$ cat src/rtl/brk_pkg.sv
package brk_pkg;
  localparam int NCH       = 2;
  localparam int SLOTS_PER = 4;
  localparam int IDX_GLOB  = 8;
  localparam int IDX_CLR   = 9;
  localparam int IDX_VBASE = 10;
  localparam int IDX_DBASE = 11;

  localparam logic [1:0] KIND_ANY = 2'b00;

  localparam logic [1:0] SZ_BYTE = 2'b00;
  localparam logic [1:0] SZ_HALF = 2'b01;

  typedef struct packed {
    logic [1:0] size;
    logic       size_en;
    logic [1:0] kind;
    logic       data_en;
    logic       en;
  } chan_ctrl_t;

  localparam int CTRL_W = $bits(chan_ctrl_t);
endpackage

$ cat src/rtl/brk_regs.sv
module brk_regs
  import brk_pkg::*;
#(
  parameter int ADDR_W = 32,
  parameter int DATA_W = 32,
  parameter int REG_W  = 32,
  parameter int IDX_W  = 4
) (
  input  logic              clk,
  input  logic              rst,
  input  logic              cfg_we,
  input  logic [IDX_W-1:0]  cfg_idx,
  input  logic [REG_W-1:0]  cfg_wdata,
  output logic [ADDR_W-1:0] a_ref [NCH],
  output logic [ADDR_W-1:0] a_msk [NCH],
  output logic [DATA_W-1:0] d_ref [NCH],
  output chan_ctrl_t        ctrl  [NCH],
  output logic              seq_mode,
  output logic              dbg_en,
  output logic [ADDR_W-1:0] vbase,
  output logic [ADDR_W-1:0] dbase,
  output logic [NCH-1:0]    clr,
  output logic              mode_chg
);
  function automatic logic hit_idx(input logic [IDX_W-1:0] idx, input int slot);
    return idx == IDX_W'(slot);
  endfunction

  for (genvar ch = 0; ch < NCH; ch++) begin : g_chan
    localparam int BASE = ch * SLOTS_PER;
    always_ff @(posedge clk) begin
      if (rst) begin
        a_ref[ch] <= '0;
        a_msk[ch] <= '0;
        d_ref[ch] <= '0;
        ctrl[ch]  <= '0;
      end else if (cfg_we) begin
        if (hit_idx(cfg_idx, BASE + 0)) a_ref[ch] <= cfg_wdata[ADDR_W-1:0];
        if (hit_idx(cfg_idx, BASE + 1)) a_msk[ch] <= cfg_wdata[ADDR_W-1:0];
        if (hit_idx(cfg_idx, BASE + 2)) d_ref[ch] <= cfg_wdata[DATA_W-1:0];
        if (hit_idx(cfg_idx, BASE + 3)) ctrl[ch]  <= chan_ctrl_t'(cfg_wdata[CTRL_W-1:0]);
      end
    end
  end

  always_ff @(posedge clk) begin
    if (rst) begin
      seq_mode <= 1'b0;
      dbg_en   <= 1'b0;
      vbase    <= '0;
      dbase    <= '0;
    end else if (cfg_we) begin
      if (hit_idx(cfg_idx, IDX_GLOB)) begin
        seq_mode <= cfg_wdata[0];
        dbg_en   <= cfg_wdata[1];
      end
      if (hit_idx(cfg_idx, IDX_VBASE)) vbase <= cfg_wdata[ADDR_W-1:0];
      if (hit_idx(cfg_idx, IDX_DBASE)) dbase <= cfg_wdata[ADDR_W-1:0];
    end
  end

  always_comb begin
    mode_chg = cfg_we && hit_idx(cfg_idx, IDX_GLOB) && (cfg_wdata[0] != seq_mode);
    clr      = (cfg_we && hit_idx(cfg_idx, IDX_CLR)) ? cfg_wdata[NCH-1:0] : '0;
  end
endmodule

$ cat src/rtl/brk_chan_match.sv
module brk_chan_match
  import brk_pkg::*;
#(
  parameter int ADDR_W = 32,
  parameter int DATA_W = 32
) (
  input  logic              acc_valid,
  input  logic [ADDR_W-1:0] acc_addr,
  input  logic [DATA_W-1:0] acc_data,
  input  logic [1:0]        acc_kind,
  input  logic [1:0]        acc_size,
  input  logic [ADDR_W-1:0] a_ref,
  input  logic [ADDR_W-1:0] a_msk,
  input  logic [DATA_W-1:0] d_ref,
  input  chan_ctrl_t        ctrl,
  output logic              hit
);
  logic [DATA_W-1:0] lane;
  logic addr_ok, data_ok, kind_ok, size_ok;

  always_comb begin
    case (acc_size)
      SZ_BYTE: lane = DATA_W'(8'hFF);
      SZ_HALF: lane = DATA_W'(16'hFFFF);
      default: lane = '1;
    endcase
    addr_ok = ((acc_addr ^ a_ref) & ~a_msk) == '0;
    data_ok = !ctrl.data_en || (((acc_data ^ d_ref) & lane) == '0);
    kind_ok = (ctrl.kind == KIND_ANY) || (ctrl.kind == acc_kind);
    size_ok = !ctrl.size_en || (ctrl.size == acc_size);
    hit     = acc_valid && ctrl.en && addr_ok && data_ok && kind_ok && size_ok;
  end
endmodule

$ cat src/rtl/brk_seq.sv
module brk_seq
  import brk_pkg::*;
(
  input  logic           clk,
  input  logic           rst,
  input  logic           acc_valid,
  input  logic [NCH-1:0] hit,
  input  logic           seq_mode,
  input  logic           mode_chg,
  input  logic [NCH-1:0] clr,
  output logic           brk_req,
  output logic [NCH-1:0] hit_flags,
  output logic           armed
);
  logic fire;

  always_comb begin
    if (seq_mode) fire = armed && hit[1];
    else          fire = |hit;
  end

  always_ff @(posedge clk) begin
    if (rst) begin
      brk_req   <= 1'b0;
      hit_flags <= '0;
      armed     <= 1'b0;
    end else begin
      brk_req   <= fire;
      hit_flags <= (hit_flags & ~clr) | hit;
      if (mode_chg || !seq_mode) armed <= 1'b0;
      else if (fire)             armed <= 1'b0;
      else if (hit[0])           armed <= 1'b1;
    end
  end

  AST_REQ_NEEDS_ACCESS: assert property (@(posedge clk) disable iff (rst)
    brk_req |-> $past(acc_valid));
  AST_FLAG_A_STICKY: assert property (@(posedge clk) disable iff (rst)
    (hit_flags[0] && !clr[0]) |=> hit_flags[0]);
  AST_FLAG_B_STICKY: assert property (@(posedge clk) disable iff (rst)
    (hit_flags[1] && !clr[1]) |=> hit_flags[1]);
  AST_SEQ_NEEDS_ARM: assert property (@(posedge clk) disable iff (rst)
    (brk_req && $past(seq_mode)) |-> $past(armed));
  AST_MODE_DISARMS: assert property (@(posedge clk) disable iff (rst)
    mode_chg |=> !armed);
endmodule

$ cat src/rtl/brk_unit.sv
module brk_unit
  import brk_pkg::*;
#(
  parameter int ADDR_W = 32,
  parameter int DATA_W = 32
) (
  input  logic              clk,
  input  logic              rst,
  input  logic              cfg_we,
  input  logic [3:0]        cfg_idx,
  input  logic [31:0]       cfg_wdata,
  input  logic              acc_valid,
  input  logic [ADDR_W-1:0] acc_addr,
  input  logic [DATA_W-1:0] acc_data,
  input  logic [1:0]        acc_kind,
  input  logic [1:0]        acc_size,
  output logic              brk_req,
  output logic [1:0]        hit_flags,
  output logic              seq_armed,
  output logic [ADDR_W-1:0] handler_base
);
  logic [ADDR_W-1:0] a_ref [NCH];
  logic [ADDR_W-1:0] a_msk [NCH];
  logic [DATA_W-1:0] d_ref [NCH];
  chan_ctrl_t        ctrl  [NCH];
  logic              seq_mode, dbg_en, mode_chg;
  logic [ADDR_W-1:0] vbase, dbase;
  logic [NCH-1:0]    clr, hit;

  brk_regs #(.ADDR_W(ADDR_W), .DATA_W(DATA_W), .REG_W(32), .IDX_W(4)) regs_i (
    .clk(clk), .rst(rst), .cfg_we(cfg_we), .cfg_idx(cfg_idx), .cfg_wdata(cfg_wdata),
    .a_ref(a_ref), .a_msk(a_msk), .d_ref(d_ref), .ctrl(ctrl),
    .seq_mode(seq_mode), .dbg_en(dbg_en), .vbase(vbase), .dbase(dbase),
    .clr(clr), .mode_chg(mode_chg)
  );

  for (genvar ch = 0; ch < NCH; ch++) begin : g_match
    brk_chan_match #(.ADDR_W(ADDR_W), .DATA_W(DATA_W)) match_i (
      .acc_valid(acc_valid), .acc_addr(acc_addr), .acc_data(acc_data),
      .acc_kind(acc_kind), .acc_size(acc_size),
      .a_ref(a_ref[ch]), .a_msk(a_msk[ch]), .d_ref(d_ref[ch]), .ctrl(ctrl[ch]),
      .hit(hit[ch])
    );
  end

  brk_seq seq_i (
    .clk(clk), .rst(rst), .acc_valid(acc_valid), .hit(hit),
    .seq_mode(seq_mode), .mode_chg(mode_chg), .clr(clr),
    .brk_req(brk_req), .hit_flags(hit_flags), .armed(seq_armed)
  );

  always_ff @(posedge clk) begin
    if (rst) handler_base <= '0;
    else     handler_base <= dbg_en ? dbase : vbase;
  end
endmodule

$ cat config.mk
export PLATFORM = sky130hd
export DESIGN_NAME = brk_unit
export DESIGN_NICKNAME = d
export VERILOG_FILES = /design/src/rtl/brk_pkg.sv /design/src/rtl/brk_regs.sv /design/src/rtl/brk_chan_match.sv /design/src/rtl/brk_seq.sv /design/src/rtl/brk_unit.sv
export SDC_FILE = /design/constraint.sdc
export NUM_CORES = 1
export LEC_CHECK = 0
export BUFFER_PORTS_ARGS = -buffer_cell sky130_fd_sc_hd__buf_2
export CORE_UTILIZATION = 54
export DETAILED_ROUTE_END_ITERATION = 8
export PLACE_DENSITY = 0.75
export SYNTH_ARGS = -nofsm -noshare
export SYNTH_HDL_FRONTEND = slang
export SYNTH_SLANG_ARGS = --single-unit
$ cat constraint.sdc
create_clock -name clk -period 3.8 [get_ports clk]
set_input_delay 0.76 -clock clk [delete_from_list [all_inputs] [get_ports clk]]
set_output_delay 0.76 -clock clk [all_outputs]
set_load 0.1 [all_outputs]
After elaboration in Yosys (flattened, before gate mapping) --
Cells that the tools add are included.
Word-level totals: register bits 308, input bits 108, output and inout bits 36, word-level logic and storage cells 105
Cells by class: eq/ne operators 17, muxes and demuxes 4, bitwise operators 13, reductions and logical operators 47
Operator list (count):
- 32-bit AND | 4
- 32-bit zero test | 4
- 32-bit bitwise XOR | 4
- 32-bit NOT | 2
- 32-bit case mux with 2 select lines | 1
- 32-bit two-way mux | 1
- 2-bit AND reduction | 11
- 4-bit by 3-bit == test with 1-bit output (second input constant) | 4
- 4-bit == test (second input constant) | 4
- 1-bit logical AND | 14
- 2-bit == test | 4
- 4-bit by 2-bit == test with 1-bit output (second input constant) | 2
- 1-bit logical OR | 7
- 2-bit zero test | 3
- 1-bit zero test | 5
- 4-bit by 1-bit == test with 1-bit output (second input constant) | 1
- 4-bit zero test | 1
- 3-bit OR reduction | 1
- 2-bit AND | 1
- 2-bit by 1-bit == test with 1-bit output (second input constant) | 1
- 2-bit two-way mux | 1
- 2-bit NOT | 1
- 2-bit OR | 1
- 2-bit OR reduction | 1
- other kinds (2) | 2

Depth between registers and ports, before layout --
Gate-level depths: netlist of run 1.
depth in word-level cells 11, mapped depth 7, depth with buffers taken out 7

By module --
A second synthesis of run 1 with hierarchy kept.
Second synthesis, totals: cell total of the unflattened synthesis 1305, area total of the unflattened synthesis 13838.3 µm²
Modules (own cells, without submodules):
- brk_regs | instances 1, cells each 964, area each 10786.6 µm², sequential area each 5445.2 µm²
- brk_chan_match | instances 2, cells each 111, area each 865.8 µm², sequential area each 0.0 µm²
- brk_unit | instances 1, cells each 103, area each 1163.6 µm², sequential area each 640.6 µm²
- brk_seq | instances 1, cells each 16, area each 156.4 µm², sequential area each 80.1 µm²

Least setup slack after synthesis of run 1 --
Ideal clock, no wire load.
path kind input to register, start point input acc_data[23], end point register seq_i.brk_req, library setup time 0.070 ns, arrival 2.052 ns, data required time 3.730 ns, path slack 1.678 ns, stages 7, path buffers 0, cell sequence xor2_1 > nor4_1 > nand4_1 > o32a_1 > o31ai_4 > nand3_1 > a21oi_1
Between the ends: cells in the longest elaborated chain, start to end 9, elaborated cells on any way between the ends 17, classes of those cells mux (1); bitwise (4); reduce/logical (12)
RTL lines:
- start: declaration | RTL line brk_unit.sv:14 | input logic [DATA_W-1:0] acc_data,
- 32-bit bitwise XOR | RTL line brk_chan_match.sv:28 | data_ok = !ctrl.data_en || (((acc_data ^ d_ref) & lane) == '0);
- 32-bit AND | RTL line brk_chan_match.sv:28
- 32-bit zero test | RTL line brk_chan_match.sv:28
- 1-bit logical OR | RTL line brk_chan_match.sv:28
- 1-bit logical AND (3 in a row) | RTL line brk_chan_match.sv:31 | hit = acc_valid && ctrl.en && addr_ok && data_ok && kind_ok && size_ok;
- 2-bit OR reduction / 1-bit logical AND (equally long branches) | RTL line brk_seq.sv:19, brk_seq.sv:18
- 1-bit two-way mux * | RTL line brk_seq.sv:18 | if (seq_mode) fire = armed && hit[1];
- end signal: assignment | RTL line brk_seq.sv:28 | brk_req <= fire;
- end: declaration | RTL line brk_seq.sv:11 | output logic brk_req,
Mark *: on every way between the ends. The rest lies on a longest branch, timed or not. A chain may end at the register's enable or synchronous reset.

Worst setup path in the final report of run 1 --
start point register seq_i.armed, end point output seq_armed
RTL lines:
- start: declaration | RTL line brk_seq.sv:13 | output logic armed
- start signal: assignment | RTL line brk_seq.sv:26 | armed <= 1'b0;
- start signal: assignment | RTL line brk_seq.sv:30 | if (mode_chg || !seq_mode) armed <= 1'b0;
- start signal: assignment | RTL line brk_seq.sv:31 | else if (fire) armed <= 1'b0;
- end: declaration | RTL line brk_unit.sv:19 | output logic seq_armed,
No word-level cell between the ends.

==> out/qor.yml, run 1 <==
placed_design:
  place_congestion: 0.957
  io_buffer_count: 143
  placed_cell_area_um2: 13200
  hpwl_um: 23700
synthesis:
  synth_top_family_by_area: "simple AND/OR/NAND/NOR gates"
  synth_mux_area_share_pct: 3.70
  synthCells: 1557
  synth_compound_area_share_pct: 13.2
  ys_seq_area_share_pct: 49.6
  synth-simple-area-share_pct: 20.2
  synth_area_um2: 12400
  synth_edf_count: 0
  synth_area_leaders: "dfxtp_1 (50%), nand2_1 (16%), a21oi_1 (11%), xnor2_1 (8.2%), mux2i_1 (3.7%)"
  synth-adder-area-share_pct: 0
  synth_xor_area_share_pct: 9.30
  async_flop_share_pct: 0
  syn_area_per_cell_um2: 7.98
  synthFlopType: "dfxtp_1"
  synth_nets: 1665
  yosysUniqueCellTypes: 32
  yosys.area.top_type: "dfxtp_1"
  yosysWarnings: 0
  ys_ff_latch: 308
  synth.top_cell.area_share_pct: 49.6
sta:
  finalSetupViolCount: 0
  period_minus_slack_ns: 2.18
  clock_skew_ns: 0.0297
  holdWs_ns: 0.453
  drv_slew: 0
  hold_viol: 0
  finalSetupTns_ns: 0
  post-route-period-util_pct: 57.5
  relSlewSlack_pct: 25.2
  max_freq_mhz: 458
  rsz0062_at_grt: "false"
  tightest_slew_ns: 1.12
hold_path:
  holdPathStages: 2
  hold_start: "regs_i.vbase[9]"
  whs_endpoint: "regs_i.vbase[9]"
  holdCritPathClass: "reg2reg"
floorplanning:
  io_pins: 144
  die-area_um2: 23600
  rows: 55
  coreArea_um2: 22600
  initial_utilization_pct: 55.1
  die_x_um: 154
  die_h_um: 154
drt:
  wl_per_cell_um: 18.1
  viasPerCell: 5.51
  drc: 0
  ant_nets: 0
  wl_um: 35200
  drt_first_pass_iters: 8
  via_count: 10700
  drt_iter0_drc: 847
clocking:
  cts_made_buffers: 31
  cts_tree: "done"
  clockRootBuffer: "clkbuf_16"
  cts_htree_levels: 1
  path_clk_slew_ns: 0.07
  cts_setup_buffers: 0
  ctsResizeCount: 0
  insertion_delay_ns: 0.57
  holdBufCountCts: 0
  cts_sinks: 308
  clockBufferDepth: 3
worst_setup_path:
  critPathRequiredTime_ns: 3.04
  crit_chain: "buf_2"
  r2r_end: "seq_i.hit_flags[0]"
  cp_data_arrival_time_ns: 1.42
  crit_fanout: 4
  reg2reg_from: "regs_i.d_ref[49]"
  startpoint_type: "flop"
  path_buf_inv: 1
  cp_top_family: "buffers and inverters"
  crit_slowest_cell: "buf_2"
  crit_type: "reg2out"
  r2r_cells: 7
  cp-end-kind: "output pin"
  ff2ff_setup_slack_ns: 1.74
  cpPeakStageDelay_ns: 0.47
finish:
  drive_above_1_share_pct: 13.9
  layout.cells.most_common_list: "nand2_1 (530), dfxtp_1 (307), a21oi_1 (262), buf_2 (142), xnor2_1 (116)"
  layout.nets: 1743
  final_common_cell: "nand2_1"
  multi_input_area_um2: 5800
  fillers: 1936
  area_growth_pct: 15.1
  final_util_pct: 63.4
  final_cell_area_um2: 14300
  regArea_um2: 6170
global_route:
  grt.total_usage_pct: 29.5
  grt_max_degree: 140
  grt_pass1_vias: 9873
  antenna_found_initial: 0
  grt_remaining_overflow: 0
  grt_pass1_wl_um: 54700
power:
  vdd_ir_drop_max_mv: 0.383
  p_leak_nw: 4.85
  p_per_area_nw_per_um2: 481
outcome:
  status: "complete, no violations"
flow_run:
  maxCapViolations: 0
==> sequential cells by signal, summed over array words and instances, names as in the netlist <==
| signal | count |
|---|---|
| seq_i.armed | 1 |
| seq_i.brk_req | 1 |
| seq_i.hit_flags | 2 |
| regs_i.a_msk | 64 |
| regs_i.a_ref | 64 |
| regs_i.d_ref | 64 |
| handler_base | 32 |
| regs_i.dbg_en | 1 |
| regs_i.vbase | 32 |
| regs_i.ctrl | 14 |
| regs_i.seq_mode | 1 |
| regs_i.dbase | 32 |
==> cell usage after synthesis, types with 2 or more instances <==
master     number
xnor2_1       116
o22ai_1        30
dfxtp_1       308
mux2i_1        46
nor4_1         12
nand4_1        15
xor2_1         16
a21oi_1       262
a211oi_1        3
buf_2          28
nor3_1          3
a2111oi_0       2
inv_1           3
or2_1           2
o21ai_0         7
clkbuf_1       89
nor2_1         61
nand2_1       530
nand2b_1        6
nand3_1         4
nand3b_1        2
o211ai_1        2
==> where the power goes <==
group          switching, mW  total (mW)  internal (mW)
registers             0.0249        3.29           3.27
logic                  0.309       0.463          0.155
clock network           1.27        3.12           1.85
total                   1.61        6.88           5.27
==> worst max-delay path by stage <==
stage,endpoint,depth (start not counted),from
after floorplan,seq_i.brk_req,7,acc_data[23]
after global placement,seq_i.brk_req,8,acc_data[29]
after detailed placement,seq_i.brk_req,8,acc_data[29]
after CTS,hit_flags[1],1,seq_i.hit_flags[1]
after global routing,seq_i.brk_req,7,regs_i.d_ref[31]
final,seq_armed,1,seq_i.armed
==> final cells by class <==
cell class                      count  share of cell area [%]
Inverter                            3                  0.0787
Sequential cell                   308                    43.1
Clock buffer                       41                    6.25
Clock inverter                     15                    1.14
Timing Repair Buffer              164                    6.34
Antenna cell                        1                  0.0175
Multi-Input combinational cell   1127                    40.6
Tap cell                          285                    2.49
==> per-stage QoR <==
| step | cells | worst slack [ns] | power (mW) |
|---|---|---|---|
| 3_5_place_dp | 1887 | 1.18 | 3.82 |
| 5_1_grt | 1943 | 1.58 | 7.08 |
| 2_1_floorplan | 1557 | 1.68 | 3.63 |
| 3_3_place_gp | 1887 | 1.23 | 3.82 |
| 4_1_cts | 1943 | 1.62 | 6.90 |
| 6_report | 1944 | 1.62 | 6.88 |
==> routing by layer <==
layer  wire length (µm)  vias up  global-route usage [%]
met2              16300      414                    47.8
met1              14900     5009                    39.7
met4               1130        0                    10.8
met5                  0        -                       0
li1                   -     5218                       -
met3               2850       75                    4.65
==> logic make-up (layout without fill, tap and decap cells) <==
| logic type | Yosys count | after routing |
|---|---|---|
| XOR/XNOR | 132 | 132 |
| buffers and inverters | 122 | 223 |
| AND/OR/NAND/NOR | 639 | 639 |
| multiplexers | 46 | 46 |
| AO/OA/AOI/OAI | 310 | 310 |
| other | 0 | 1 |
| flip-flops | 308 | 308 |
No activity file was read; power rests on OpenSTA's default activity.
==> run 2, diff against run 1 <==
- clock period: 3.8 -> 2.28 ns (I/O delays scaled with it)
==> run 2 against run 1 <==
Effect of this change: clock skew decreased by 0.020 ns; critical path depth rose by 7; design area rose by 1.5%; setup slack worse by 1.6 ns; global-route usage is 0.37 points higher; utilization up 0.98 points; routed wire length is 0.63% higher; die area did not move; clock power is 81% higher; highest routed layer unchanged.
==> out/qor.yml, run 2 (synthesis results as in run 1) <==
floorplanning:
  initial_utilization_pct: 55.1  # unchanged
  die-area_um2: 23600  # unchanged
  io_pins: 144  # unchanged
  die_h_um: 154  # unchanged
  coreArea_um2: 22600  # unchanged
  die_x_um: 154  # unchanged
  rows: 55  # unchanged
global_route:
  grt_pass1_wl_um: 55300  # +1.0%
  grt_max_degree: 65  # -54%
  antenna_found_initial: 0  # unchanged
  grt_remaining_overflow: 0  # unchanged
  grt.total_usage_pct: 29.8  # +0.37 points
  grt_pass1_vias: 10300  # +4.0%
placed_design:
  hpwl_um: 23400  # -0.98%
  place_congestion: 0.964  # +0.75%
  dp.cells: 1895  # +0.42%
  io_buffer_count: 143  # unchanged
sta:
  tightest_slew_ns: 0.547  # -0.575 ns
  period_minus_slack_ns: 2.22
  hold_viol: 0  # unchanged
  rsz0062_at_grt: "false"
  clock_skew_ns: 0.00945  # -0.0202 ns
  finalSetupViolCount: 0  # unchanged
  drv_slew: 0  # unchanged
  relSlewSlack_pct: 63.5  # +38 points
  post-route-period-util_pct: 97.3
  holdWs_ns: 0.238  # -0.215 ns
  max_freq_mhz: 451
worst_setup_path:
  cpPeakStageDelay_ns: 0.50  # +0.03 ns
  crit_chain: "xnor2_1, nand4_1, nor4_2, buf_4, a22oi_1, a211oi_1, o21ai_0, a21oi_1"
  cp-endpoint: "seq_i.brk_req"
  startpoint_type: "flop"
  crit_path_start: "regs_i.d_ref[17]"
  r2r_end: "seq_i.brk_req"
  critPathRequiredTime_ns: 2.76  # -0.28 ns
  cp-end-kind: "flop"
  ff2ff_setup_slack_ns: 0.06  # -1.68 ns
  path_buf_inv: 1  # unchanged
  crit_fanout: 3  # -1
  cp_top_family: "compound AO/OA/AOI/OAI gates"
  crit_type: "reg2reg"
  crit_slowest_cell: "nor4_2"
  reg2reg_from: "regs_i.d_ref[17]"
  cp_data_arrival_time_ns: 2.70  # +1.28 ns
  r2r_cells: 8  # +1
  cp.depth: 8  # +7
finish:
  layout.cells.most_common_list: "nand2_1 (530), dfxtp_1 (307), a21oi_1 (262), buf_2 (142), xnor2_1 (116)"
  layout.nets: 1751  # +0.46%
  drive_above_1_share_pct: 14.3  # +0.46 points
  final_util_pct: 64.3  # +0.98 points
  area_growth_pct: 16.9
  fillers: 1941  # +0.26%
  top_regs: "regs_i.a_msk x64, regs_i.a_ref x64, regs_i.d_ref x64"
  fin_cells: 1953  # +0.46%
  final_common_cell: "nand2_1"
power:
  vdd_ir_drop_max_mv: 0.553  # +45%
  p_leak_nw: 4.95  # +2.2%
  p_total_mw: 11.9  # +73%
  p_per_area_nw_per_um2: 820  # +71%
drt:
  drt_iter0_drc: 821  # -3.1%
  ant_nets: 0  # unchanged
  wl_um: 35400  # +0.63%
  drc: 0  # unchanged
  via_count: 10900  # +1.8%
  viasPerCell: 5.59  # +1.4%
  drt_first_pass_iters: 5  # -3
  wl_per_cell_um: 18.1  # +0.16%
clocking:
  cts_htree_levels: 1  # unchanged
  clockRootBuffer: "clkbuf_16"
  cts_setup_buffers: 0  # unchanged
  clockBufferDepth: 3  # unchanged
  cts_sinks: 308  # unchanged
  path_clk_slew_ns: 0.07  # about the same
  cts_made_buffers: 31  # unchanged
  insertion_delay_ns: 0.56  # about the same
  cts_tree: "done"
flow_run:
  maxCapViolations: 0  # unchanged
outcome:
  status: "complete, no violations"
hold_path:
  holdCritPathClass: "in2reg"
==> run 2: cell types whose count changed in the layout (fill, tap and decap cells not counted), moves of 2 or more <==
cell	previous run	this run
buf_12	2	8
buf_4	19	21
bufinv_16	3	7
clkinvlp_4	2	0
==> run 2: where the power goes <==
part | internal (mW) | leakage (nW) | total (mW) | switching [mW]
clock network | 3.50 | 0.573 | 5.64 | 2.14
registers | 5.45 | 2.49 | 5.49 | 0.0393
logic | 0.267 | 1.89 | 0.791 | 0.523
==> run 2: worst min path at each step <==
stage / start / end / slack, ns / depth (start not counted)
floorplan: regs_i.vbase[0] / regs_i.vbase[0] / 0.44 / 2
global placement: regs_i.dbase[20] / regs_i.dbase[20] / 0.44 / 2
detailed placement: regs_i.vbase[2] / regs_i.vbase[2] / 0.45 / 2
CTS: cfg_wdata[31] / regs_i.d_ref[63] / 0.21 / 3
global route: cfg_wdata[26] / regs_i.vbase[26] / 0.23 / 3
finish: cfg_wdata[31] / regs_i.d_ref[63] / 0.24 / 3
==> run 2: layout make-up <==
cell class              count  area, µm²  area share [%]
well taps                 285        357            2.46
multi-input cells        1127       5800            39.9
diodes                      1       2.50          0.0172
repair buffers            172       1040            7.18
clock inverters            17        264            1.82
inverters                   3       11.3          0.0775
flip-flops and latches    308       6170            42.5
clock buffers              40        880            6.06
==> run 2: repair_timing <==
item / 4_1_cts / 5_1_grt
resized for setup: 1 / 0
setup endpoints to repair: 2 / 0
hold buffers: 0 / 0
==> run 2: tightest hold or removal path, cell delays in order <==
cell	delay, ns
buf_2	0.17
nand2_1	0.07
a21oi_1	0.05
==> run 2: per-layer routing <==
metal | share of wire (%) | wire length [µm] | global-route usage (%)
met1 | 41 | 14500 | 38.6
met2 | 46 | 16400 | 48.4
met3 | 8.3 | 2940 | 4.96
met4 | 4.5 | 1600 | 14.7
met5 | 0 | 0 | 0
==> run 2: metrics by stage <==
step	setup TNS, ns	setup slack, ns	area, µm²
after floorplan	0	0.462	12400
after global placement	-0.814	-0.331	13400
after detailed placement	-0.781	-0.325	13400
after CTS	0	0.0894	14500
after global routing	0	0.00781	14500
final	0	0.0610	14500
==> run 3, diff against run 2 <==
- CORE_MARGIN: not set -> 5
- CORE_UTILIZATION: 54 -> 58
- PLACE_DENSITY: 0.75 -> 0.77
==> run 3 against run 2 <==
Effect of this change: global-route usage fell by 2.0 points; setup slack gained 0.14 ns; critical path depth is 1 lower; first-iteration DRC count up 2.9%; via count down 0.51%; final cell count decreased by 0.46%; non-clock buffer count is 2 higher; register-to-register slack improved by 0.14 ns; combinational power decreased by 0.9%.
==> out/qor.yml, run 3 (synthesis results as in run 1) <==
outcome:
  status: "complete, no violations"
sta:
  drv_slew: 0  # unchanged
  period_minus_slack_ns: 2.08  # -0.143 ns
  relSlewSlack_pct: 60.0  # -3.5 points
  post-route-period-util_pct: 91.0  # -6.3 points
  clock_skew_ns: 0.0226  # +0.0132 ns
  tightest_slew_ns: 0.584  # +0.0374 ns
  hold_viol: 0  # unchanged
  finalSetupViolCount: 0  # unchanged
  worst_slack_ns: 0.204  # +0.143 ns
  max_freq_mhz: 482  # +6.9%
  rsz0062_at_grt: "false"
floorplanning:
  rows: 53  # -3.6%
  die_h_um: 156  # +1.7%
  coreArea_um2: 21100  # -6.6%
  die-area_um2: 24500  # +3.5%
  initial_utilization_pct: 58.9  # +3.9 points
  io_pins: 144  # unchanged
  die_x_um: 156  # +1.7%
clocking:
  clockBufferDepth: 3  # unchanged
  insertion_delay_ns: 0.55  # about the same
  cts_sinks: 308  # unchanged
  holdBufCountCts: 0  # unchanged
  cts_made_buffers: 31  # unchanged
  cts_setup_buffers: 0  # unchanged
  cts_htree_levels: 1  # unchanged
  cts_tree: "done"
  ctsResizeCount: 0  # -1
  path_clk_slew_ns: 0.06  # about the same
  clockRootBuffer: "clkbuf_16"
finish:
  layout.cells.most_common_list: "nand2_1 (530), dfxtp_1 (307), a21oi_1 (262), buf_2 (142), xnor2_1 (116)"
  final_common_cell: "nand2_1"
  fillers: 1786  # -8.0%
  regArea_um2: 6170  # unchanged
  final_util_pct: 68.2  # +3.9 points
  drive_above_1_share_pct: 14.1  # -0.19 points
  final_cell_area_um2: 14400  # -0.90%
  top_regs: "regs_i.a_msk x64, regs_i.a_ref x64, regs_i.d_ref x64"
  area_growth_pct: 15.8
  layout.nets: 1753  # +0.11%
  multi_input_area_um2: 5800  # unchanged
worst_setup_path:
  cpPeakStageDelay_ns: 0.57  # +0.07 ns
  crit_type: "reg2reg"
  cp-end-kind: "flop"
  r2r_cells: 7  # -1
  crit_chain: "xnor2_1, o22ai_1, a2111oi_0, nand4_1, a211oi_1, o21ai_0, a21oi_1"
  ff2ff_setup_slack_ns: 0.20  # +0.14 ns
  cp_data_arrival_time_ns: 2.54  # -0.16 ns
  crit_slowest_cell: "a2111oi_0"
  reg2reg_from: "regs_i.a_ref[25]"
  r2r_end: "seq_i.brk_req"
  crit_fanout: 3  # unchanged
  startpoint_type: "flop"
  critPathRequiredTime_ns: 2.74  # -0.02 ns
hold_path:
  whs_endpoint: "regs_i.a_msk[58]"
  hold_start: "cfg_wdata[26]"
  holdCritPathClass: "in2reg"
  holdPathStages: 3  # unchanged
global_route:
  grt_max_degree: 76  # +17%
  grt_remaining_overflow: 0  # unchanged
  grt.total_usage_pct: 27.9  # -2.0 points
  antenna_found_initial: 1  # +1
  grt_pass1_vias: 10200  # -0.39%
  grt_pass1_wl_um: 54500  # -1.4%
placed_design:
  hpwl_um: 23900  # +1.8%
  placed_cell_area_um2: 13400  # about the same
  place_congestion: 0.948  # -1.6%
  io_buffer_count: 143  # unchanged
  dpl_worst_slack_ns: -0.106  # +0.219 ns
drt:
  drc: 0  # unchanged
  wl_per_cell_um: 18.1  # about the same
  via_count: 10900  # -0.51%
  ant_nets: 0  # unchanged
  drt_iter0_drc: 845  # +2.9%
  wl_um: 35200  # -0.50%
  viasPerCell: 5.58  # about the same
  drt_first_pass_iters: 6  # +1
power:
  vdd_ir_drop_max_mv: 0.529  # -4.5%
  p_per_area_nw_per_um2: 787  # -4.1%
  p_leak_nw: 4.90  # -1.1%
flow_run:
  maxCapViolations: 0  # unchanged
-- run 3: cell count changes in the layout (fill, tap and decap cells not counted), sizes merged --
cell    delta
inv        -1
bufinv     -5
clkinv     -1
clkbuf     +6
buf        +2
-- run 3: cell type report --
cell class | count | share of cell area, %
flip-flops and latches | 308 | 42.9
multi-input cells | 1127 | 40.3
clock inverters | 10 | 0.696
inverters | 3 | 0.0782
well taps | 275 | 2.39
clock buffers | 46 | 6.41
repair buffers | 174 | 7.26
diodes | 1 | 0.0174
-- run 3: routing by layer --
metal,global-route usage (%),share of wire [%]
met1,36.8,41
met2,46.1,48
met3,4.89,7.9
met4,10.0,3.8
met5,0,0.037
-- run 3: critical path, delay by kind of cell (launching register included) --
family           cells  cell delay [ns]
AO/OA/AOI/OAI        5             1.28
flip-flops           1             0.32
AND/OR/NAND/NOR      1             0.21
XOR/XNOR             1             0.17
-- run 3: worst max-delay path by stage --
stage                      from             to  slack, ns  depth (start not counted)
2_1_floorplan      acc_data[23]  seq_i.brk_req       0.46                          7
3_3_place_gp       acc_data[29]  seq_i.brk_req      -0.10                          9
3_5_place_dp       acc_data[29]  seq_i.brk_req      -0.11                          9
4_1_cts        regs_i.d_ref[29]  seq_i.brk_req       0.12                          8
5_1_grt         regs_i.a_ref[0]  seq_i.brk_req      0.009                          7
6_report       regs_i.a_ref[25]  seq_i.brk_req       0.20                          7
-- run 3: through the flow --
stage	hold WS (ns)	instances	total power, mW	TNS [ns]
floorplan	0.436	1557	6.05	0
global placement	0.441	1887	6.36	-0.191
detailed placement	0.446	1887	6.37	-0.177
CTS	0.229	1943	11.4	0
global route	0.246	1943	11.7	0
finish	0.243	1944	11.3	0
-- run 3: power breakdown --
group          switching, mW  total, mW  internal (mW)
Sequential            0.0384       5.48           5.45
Clock                   2.06       5.06           3.00
Combinational          0.518      0.784          0.266
Total                   2.61       11.3           8.71
